`src/rtl/vcx_pkg.sv`:
```
package vcx_pkg;
  // number of same-weight inputs a compressor cell accepts
  localparam int unsigned CMP_IN = 4;
endpackage

```
`src/rtl/vcx_fa.sv`:
```
module vcx_fa (
  input  logic x,
  input  logic y,
  input  logic z,
  output logic s,
  output logic co
);
  assign s  = x ^ y ^ z;
  assign co = (x & y) | (x & z) | (y & z);
endmodule

```
`src/rtl/vcx_cmp42.sv`:
```
// Two chained full adders. cout is a function of x1..x3 only, so the
// sideways carry chain never ripples through neighbouring cells.
module vcx_cmp42 (
  input  logic x1,
  input  logic x2,
  input  logic x3,
  input  logic x4,
  input  logic cin,
  output logic sum,
  output logic carry,
  output logic cout
);
  logic s_first;

  vcx_fa u_fa_a (.x(x1), .y(x2), .z(x3), .s(s_first), .co(cout));
  vcx_fa u_fa_b (.x(s_first), .y(x4), .z(cin), .s(sum), .co(carry));
endmodule

```
`src/rtl/vcx_rca.sv`:
```
module vcx_rca #(
  parameter int unsigned W = 8
) (
  input  logic [W-1:0] a,
  input  logic [W-1:0] b,
  input  logic         cin,
  output logic [W-1:0] s,
  output logic         cout
);
  logic [W:0] c;

  assign c[0] = cin;
  for (genvar i = 0; i < W; i++) begin : g_bit
    vcx_fa u_fa (.x(a[i]), .y(b[i]), .z(c[i]), .s(s[i]), .co(c[i+1]));
  end
  assign cout = c[W];
endmodule

```
`src/rtl/vcx_submul.sv`:
```
// Column-method N x N multiplier: one 4:2 compressor per column, a lateral
// carry between neighbouring columns, then one carry-propagate merge.
// N must not exceed the compressor width (each column holds at most N products).
module vcx_submul
  import vcx_pkg::*;
#(
  parameter int unsigned N = 4
) (
  input  logic [N-1:0]   a,
  input  logic [N-1:0]   b,
  output logic [2*N-1:0] p
);
  localparam int unsigned NCOL = 2 * N;

  logic [NCOL-1:0] col_sum;
  logic [NCOL-1:0] col_carry;
  logic [NCOL:0]   lat;

  assign lat[0] = 1'b0;

  for (genvar k = 0; k < NCOL; k++) begin : g_col
    logic [CMP_IN-1:0] pp;

    always_comb begin
      int unsigned n;
      pp = '0;
      n  = 0;
      for (int unsigned i = 0; i < N; i++) begin
        for (int unsigned j = 0; j < N; j++) begin
          if (i + j == k) begin
            pp[n[1:0]] = a[i] & b[j];
            n = n + 1;
          end
        end
      end
    end

    vcx_cmp42 u_cmp (
      .x1(pp[0]), .x2(pp[1]), .x3(pp[2]), .x4(pp[3]),
      .cin(lat[k]),
      .sum(col_sum[k]), .carry(col_carry[k]), .cout(lat[k+1])
    );
  end

  logic merge_unused_co;
  logic unused_top_bits;

  vcx_rca #(.W(NCOL)) u_merge (
    .a(col_sum),
    .b({col_carry[NCOL-2:0], 1'b0}),
    .cin(1'b0),
    .s(p),
    .cout(merge_unused_co)
  );

  // the top column's outgoing carries carry weight 2^(2N) and are always zero
  assign unused_top_bits = col_carry[NCOL-1] ^ lat[NCOL] ^ merge_unused_co;
endmodule

```
`src/rtl/vcx_mul8.sv`:
```
module vcx_mul8 #(
  parameter int unsigned OP_W = 8
) (
  input  logic              clk,
  input  logic              rst,
  input  logic              in_valid,
  input  logic [OP_W-1:0]   op_a,
  input  logic [OP_W-1:0]   op_b,
  output logic [2*OP_W-1:0] prod,
  output logic              out_valid
);
  localparam int unsigned HW = OP_W / 2;
  localparam int unsigned PW = 2 * OP_W;

  logic [HW-1:0] a_hi, a_lo, b_hi, b_lo;
  logic [2*HW-1:0] p_hh, p_hl, p_lh, p_ll;

  assign a_hi = op_a[OP_W-1:HW];
  assign a_lo = op_a[HW-1:0];
  assign b_hi = op_b[OP_W-1:HW];
  assign b_lo = op_b[HW-1:0];

  vcx_submul #(.N(HW)) u_hh (.a(a_hi), .b(b_hi), .p(p_hh));
  vcx_submul #(.N(HW)) u_hl (.a(a_hi), .b(b_lo), .p(p_hl));
  vcx_submul #(.N(HW)) u_lh (.a(a_lo), .b(b_hi), .p(p_lh));
  vcx_submul #(.N(HW)) u_ll (.a(a_lo), .b(b_lo), .p(p_ll));

  // middle term keeps its carry-out
  logic [2*HW-1:0] mid_s;
  logic            mid_co;

  vcx_rca #(.W(2*HW)) u_add_mid (
    .a(p_hl), .b(p_lh), .cin(1'b0), .s(mid_s), .cout(mid_co)
  );

  logic [PW-1:0] low_part, mid_part, hi_part, t_sum, p_comb;
  logic          unused_co_t, unused_co_p;

  assign low_part = {{(PW-2*HW){1'b0}}, p_ll};
  assign mid_part = {{(PW-3*HW-1){1'b0}}, mid_co, mid_s, {HW{1'b0}}};
  assign hi_part  = {p_hh, {(PW-2*HW){1'b0}}};

  vcx_rca #(.W(PW)) u_add_lo (
    .a(low_part), .b(mid_part), .cin(1'b0), .s(t_sum), .cout(unused_co_t)
  );
  vcx_rca #(.W(PW)) u_add_hi (
    .a(t_sum), .b(hi_part), .cin(1'b0), .s(p_comb), .cout(unused_co_p)
  );

  always_ff @(posedge clk) begin
    if (rst) begin
      prod      <= '0;
      out_valid <= 1'b0;
    end else begin
      out_valid <= in_valid;
      if (in_valid) prod <= p_comb;
    end
  end
endmodule

```
`config.mk`:
```
export PLATFORM = sky130hd
export DESIGN_NAME = vcx_mul8
export DESIGN_NICKNAME = d
export VERILOG_FILES = /design/src/rtl/vcx_pkg.sv /design/src/rtl/vcx_fa.sv /design/src/rtl/vcx_cmp42.sv /design/src/rtl/vcx_rca.sv /design/src/rtl/vcx_submul.sv /design/src/rtl/vcx_mul8.sv
export SDC_FILE = /design/constraint.sdc
export NUM_CORES = 1
export LEC_CHECK = 0
export BUFFER_PORTS_ARGS = -buffer_cell sky130_fd_sc_hd__buf_2
export CAP_MARGIN = 20
export CORE_AREA = 5 5 71 73
export DETAILED_ROUTE_END_ITERATION = 8
export DIE_AREA = 0 0 76 78
export GPL_ROUTABILITY_DRIVEN = 0
export GPL_TIMING_DRIVEN = 0
export PLACE_DENSITY_LB_ADDON = 0.2
export RECOVER_POWER = 50
export SKIP_LAST_GASP = 1
export SLEW_MARGIN = 20
export SYNTH_ARGS = -nofsm -noshare
export SYNTH_HDL_FRONTEND = slang
export SYNTH_SLANG_ARGS = --single-unit
```
`constraint.sdc`:
```
create_clock -name clk -period 22.4 [get_ports clk]
set_input_delay 4.48 -clock clk [delete_from_list [all_inputs] [get_ports clk]]
set_output_delay 4.48 -clock clk [all_outputs]
set_load 0.01 [all_outputs]
```
==> results.yml, run 1 <==
outcome:
  status: "completed"
clock_network:
  cts.clk_slew.worst_paths_ps: 60
  cts_hold_buf: 0
  ctsResizeCount: 0
  cts_tree: "built"
  cts_buffers: 3
  cts_sinks: 17
  clock_latency_ps: 250
  clockBufferDepth: 2
  clockRootBuffer: "clkbuf_8"
  post-cts-setup-buffers: 0
  htreeDepth: 1
synthesis:
  ys_seq_area_share_pct: 13.48
  synth_fp_nets: 342
  ys_async_sr_fraction_pct: 0
  synth_top_area_share_pct: 34.09
  ys_seq_elements: 17
  yosysMostFrequentCell: "and2_1"
  syn_avg_cell_area_sq_um: 10.39
  synth_area_leaders: "fa_1 (34%), ha_1 (18%), and2_1 (15%), dfxtp_1 (13%), inv_1 (5.9%)"
  netlist_instances: 243
  yosys-top-cells-count: "and2_1 (62), fa_1 (43), inv_1 (40)"
  ys_warn_count: 0
  ys.flop_type: "dfxtp_1"
  synth_edf_count: 0
  synth_cell_types: 20
  synth_area_leader_cell: "fa_1"
  syn_area_sq_um: 2525
global_route:
  grt_use_met2_pct: 26.03
  use_met3_pct: 1.968
  antenna_found_initial: 0
  grt-busiest-layer: "met2"
  grt_usage_pct: 15.46
  grt_pass1_wl_microns: 7638
  grt_overflow: 0
  met1_usage_pct: 20.96
  grt_max_degree: 11
  grt_pass1_vias: 1678
die:
  start_util_pct: 58.80
  die_h_microns: 78
  core_area_sq_um: 4294
  die_w_microns: 76
  io_pins: 36
  die_area_sq_um: 5928
  num_rows: 24
timing:
  drv_slew: 0
  fmax_ghz: 0.08968
  clock_skew_ps: 0
  setup_tns_ps: 0
  setup-violations-final: 0
  worst_hold_slack_ps: 467.9
  fin_crit_sh_pct: 49.78
  fin_crit_ps: 11150
  worst_pin_slew_ps: 439.0
  hold_viol: 0
  maxSlewHeadroom_pct: 70.74
  rsz0062_at_grt: "no"
placed_design:
  dp_hpwl_microns: 3792
  io_buffers: 33
setup_path:
  endpoint_kind: "flip-flop"
  required_ps: 22540
  path_buf_inv: 9
  critical-path-top-delay-family: "adder cells"
  r2r_end: "prod[6]$_SDFFE_PP0P_"
  cp_data_arrival_time_ps: 11290
  slowest_delay_ps: 530
  slowest_stage: "fa_1"
  crit_fanout: 8
  r2r_cells: 2
  criticalPathCategory: "input pin to flip-flop"
  r2r_setup_slack_ps: 21750
  r2r_start: "prod[6]$_SDFFE_PP0P_"
  startpoint_type: "input pin"
  cpMostUsedCell: "fa_1"
power_and_ir_drop:
  pwr_density_cell_nw_per_um2: 63.97
  p_leak_nw: 1.419
  ir_drop_v: 0.00002638
routing:
  viasPerCell: 5.078
  wl_microns: 4338
  drt_iter0_markers: 36
  ant_nets: 0
  wl_per_cell_microns: 13.07
  vias: 1686
  drc: 0
  dr.pass1.iters: 4
job:
  max_cap_violations: 0
finish:
  area_growth_pct: 9.564
  diodes: 0
  nets: 380
  drive_above_1_share_pct: 9.286
  n_fill_cell: 379
min_path:
  min_to: "prod[0]$_SDFFE_PP0P_"
  hold_class: "flip-flop to flip-flop"
  hold_start: "prod[0]$_SDFFE_PP0P_"
  hold_depth: 2
==> layout make-up <==
class / instances / area [sq um] / area share [%]
Timing Repair Buffer: 33 / 146.4 / 5.292
Buffer: 5 / 32.53 / 1.176
Multi-Input combinational cell: 181 / 1987 / 71.82
Tap cell: 52 / 65.06 / 2.352
Sequential cell: 17 / 340.3 / 12.30
Inverter: 40 / 150.1 / 5.427
Clock buffer: 4 / 45.04 / 1.628
==> registers in the layout, indices dropped and copies added, names as in the netlist <==
register   flops
out_valid      1
prod          16
==> tightest hold or removal path: stages (launching register included) <==
cell      delay, ps
dfxtp_1         310
nand2b_1         60
a21oi_1          50
==> through the flow <==
step | worst slack, ps | total power, W | utilization, % | instance area (sq um) | std cells
3_3_place_gp | 11010 | 0.0001551 | 64.16 | 2755 | 328
6_report | 11250 | 0.0001770 | 64.42 | 2766 | 332
2_1_floorplan | 11390 | 0.0001260 | - | 2525 | 243
4_1_cts | 11200 | 0.0001815 | 65.21 | 2800 | 332
3_5_place_dp | 10960 | 0.0001574 | 64.16 | 2755 | 328
5_1_grt | 10900 | 0.0002013 | 64.42 | 2766 | 332
==> logic make-up after synthesis <==
kind of cell	count (synthesis)	synth area share, %
multiplexers	8	3.172
adder cells (fa/ha/maj)	80	52.43
AND/OR/NAND/NOR	81	18.43
flip-flops	17	13.48
XOR/XNOR	4	1.982
buffers and inverters	45	7.829
AO/OA/AOI/OAI	8	2.676
==> report_power, final <==
group | total, W | internal, W | switching [W] | leakage (nW)
logic | 0.000113 | 0.0000512 | 0.0000622 | 1.26
registers | 0.0000408 | 0.0000376 | 0.00000325 | 0.141
clock network | 0.0000227 | 0.0000126 | 0.0000101 | 0.0228
total | 0.000177 | 0.000101 | 0.0000755 | 1.42
==> metal layers <==
metal	vias up	wire length, microns
met1	824	1945
met2	36	2103
met5	-	0
li1	821	-
met4	0	57
met3	5	232
==> worst max-delay path by stage <==
stage	from	endpoint	slack, ps	cells past startpoint
floorplan	op_b[3]	prod[15]$_SDFFE_PP0P_	11390	28
global placement	op_b[3]	prod[15]$_SDFFE_PP0P_	11010	29
detailed placement	op_b[3]	prod[15]$_SDFFE_PP0P_	10960	29
CTS	op_b[3]	prod[15]$_SDFFE_PP0P_	11200	29
global route	op_b[1]	prod[15]$_SDFFE_PP0P_	10900	29
finish	op_b[3]	prod[15]$_SDFFE_PP0P_	11250	29
==> cell usage in the layout (no fill, tap or decap) <==
cell / instances
xor3_1: 1
fa_1: 43
mux2i_1: 8
dfxtp_1: 17
buf_2: 20
and2_1: 62
xor2_1: 1
inv_1: 40
a211oi_2: 2
a211oi_1: 5
a21oi_1: 1
clkbuf_1: 18
nor2b_1: 1
xnor2_1: 2
nand2_1: 1
nand2b_1: 1
nand3_1: 1
nor2_1: 15
ha_1: 37
buf_8: 1
clkbuf_8: 3
Note: power is estimated with default switching activity, not from simulation.
==> run 2: changes to the inputs <==
Settings changed: CORE_AREA 5 5 71 73 to 5 5 72 74, DIE_AREA 0 0 76 78 to 0 0 77 79.
Clock period 22.4 ns to 11.47 ns, I/O delays scaled along.
==> run 2 against run 1 <==
Effect of this change:
- wire length decreased by 1.4%
- critical path depth unchanged
- sequential share of layout area about the same
- clock power increased by 90%
- clock-buffer cell count unchanged
- sequential power increased by 95%
- clock skew unchanged
- via count decreased by 2.6%
- combinational power increased by 96%
- cell count increased by 0.60%
- critical endpoint unchanged
- largest cell class unchanged
- highest routed layer unchanged
==> results.yml, run 2 (synthesized netlist as in run 1, its figures left out) <==
finish:
  multi_input_area_sq_um: 1987
  final_cell_mix: "and2_1 (62), fa_1 (43), inv_1 (40), ha_1 (37), buf_2 (20)"
  diodes: 0
  drive_above_1_share_pct: 9.286
  nets: 380
  reg.largest.list: "prod (16), out_valid (1)"
  regArea_sq_um: 340.3
  top_register: "prod"
  area_growth_pct: 9.663
  final_area_sq_um: 2769
  largest_register_ffs: 16
  n_fill_cell: 402
  layout_commonest_cell: "and2_1"
placed_design:
  place_area_sq_um: 2758
  io_buffers: 33
  dp_hpwl_microns: 3661
setup_path:
  criticalPathCategory: "input pin to flip-flop"
  r2r_start: "prod[6]$_SDFFE_PP0P_"
  startpoint_type: "input pin"
  path_buf_inv: 9
  crit_fanout: 8
  slowest_stage: "fa_1"
  critical-path-top-delay-family: "adder cells"
  cp_data_arrival_time_ps: 9130
  slowest_delay_ps: 530
  r2r_setup_slack_ps: 10790
  r2r_end: "prod[6]$_SDFFE_PP0P_"
  cpMostUsedCell: "fa_1"
  required_ps: 11610
  r2r_cells: 2
  endpoint_kind: "flip-flop"
global_route:
  grt_overflow: 0
  antenna_found_initial: 0
  grt_max_degree: 11
  grt_usage_pct: 15.27
  grt_pass1_vias: 1613
  grt_pass1_wl_microns: 7686
die:
  start_util_pct: 55.67
  num_rows: 25
  die_h_microns: 79
  die_w_microns: 77
  io_pins: 36
  core_area_sq_um: 4536
  die_area_sq_um: 6083
timing:
  fin_crit_sh_pct: 78.39
  drv_slew: 0
  worst_pin_slew_ps: 448.2
  setup_tns_ps: 0
  maxSlewHeadroom_pct: 70.12
  setup-violations-final: 0
  rsz0062_at_grt: "no"
  clock_skew_ps: 0
  fin_crit_ps: 8992
  hold_viol: 0
  fmax_ghz: 0.1112
outcome:
  status: "completed"
clock_network:
  cts_tree: "built"
  htreeDepth: 1
  clock_latency_ps: 240
  cts.clk_slew.worst_paths_ps: 60
  ctsResizeCount: 0
  clockBufferDepth: 2
  cts_sinks: 17
  cts_buffers: 3
  clockRootBuffer: "clkbuf_8"
  post-cts-setup-buffers: 0
  cts_hold_buf: 0
min_path:
  hold_start: "prod[9]$_SDFFE_PP0P_"
  hold_class: "flip-flop to flip-flop"
  hold_depth: 2
  min_to: "prod[9]$_SDFFE_PP0P_"
routing:
  dr.pass1.iters: 4
  viasPerCell: 4.919
  wl_per_cell_microns: 12.80
  drc: 0
  wl_microns: 4276
  drt_iter0_markers: 19
  vias: 1643
  ant_nets: 0
power_and_ir_drop:
  p_leak_nw: 1.418
  ir_drop_v: 0.00005800
  pwr_density_cell_nw_per_um2: 124.0
job:
  max_cap_violations: 0
## run 2: cell type report
type	count	share of cell area [%]
plain buffers	5	1.175
clock buffers	4	1.627
inverters	40	5.422
multi-input cells	181	71.76
flip-flops and latches	17	12.29
well taps	54	2.440
repair buffers	33	5.287
## run 2: worst max path at each step
stage / from / end / slack [ps] / cells after the start
after detailed placement: op_b[3] / prod[15]$_SDFFE_PP0P_ / 2160 / 29
after global placement: op_b[3] / prod[15]$_SDFFE_PP0P_ / 2230 / 29
final: op_b[3] / prod[15]$_SDFFE_PP0P_ / 2480 / 29
after floorplan: op_b[3] / prod[15]$_SDFFE_PP0P_ / 2650 / 28
after CTS: op_b[3] / prod[15]$_SDFFE_PP0P_ / 2400 / 29
after global routing: op_b[3] / prod[15]$_SDFFE_PP0P_ / 2090 / 29
## run 2: layer usage
metal  wire length (microns)  up-vias  track usage (%)
li1                        -      821                -
met1                    2131      800            22.65
met2                    1995       20            24.53
met4                      34        0            3.608
met3                     114        2            1.020
met5                       0        -                0
## run 2: where the power goes
part / leakage [nW] / internal, W / switching, W
clock: 0.0228 / 0.0000246 / 0.0000186
combinational: 1.25 / 0.0000996 / 0.000121
sequential: 0.141 / 0.0000734 / 0.00000634
## run 2: worst reg2reg max path, delay by kind of cell, from the launching register on
family | cells | cell delay [ps]
compound gates | 1 | 210
flops | 1 | 330
simple gates | 1 | 50
## run 2: per-stage QoR
stage,power [W],worst slack [ps],hold slack [ps],instances,utilization [%]
finish,0.0003434,2478,482.1,334,61.05
global route,0.0003913,2088,501.3,334,61.05
CTS,0.0003521,2397,477.8,334,61.79
detailed placement,0.0003063,2159,468.0,330,60.80
global placement,0.0003017,2234,459.4,330,60.80
floorplan,0.0002461,2646,489.1,243,-
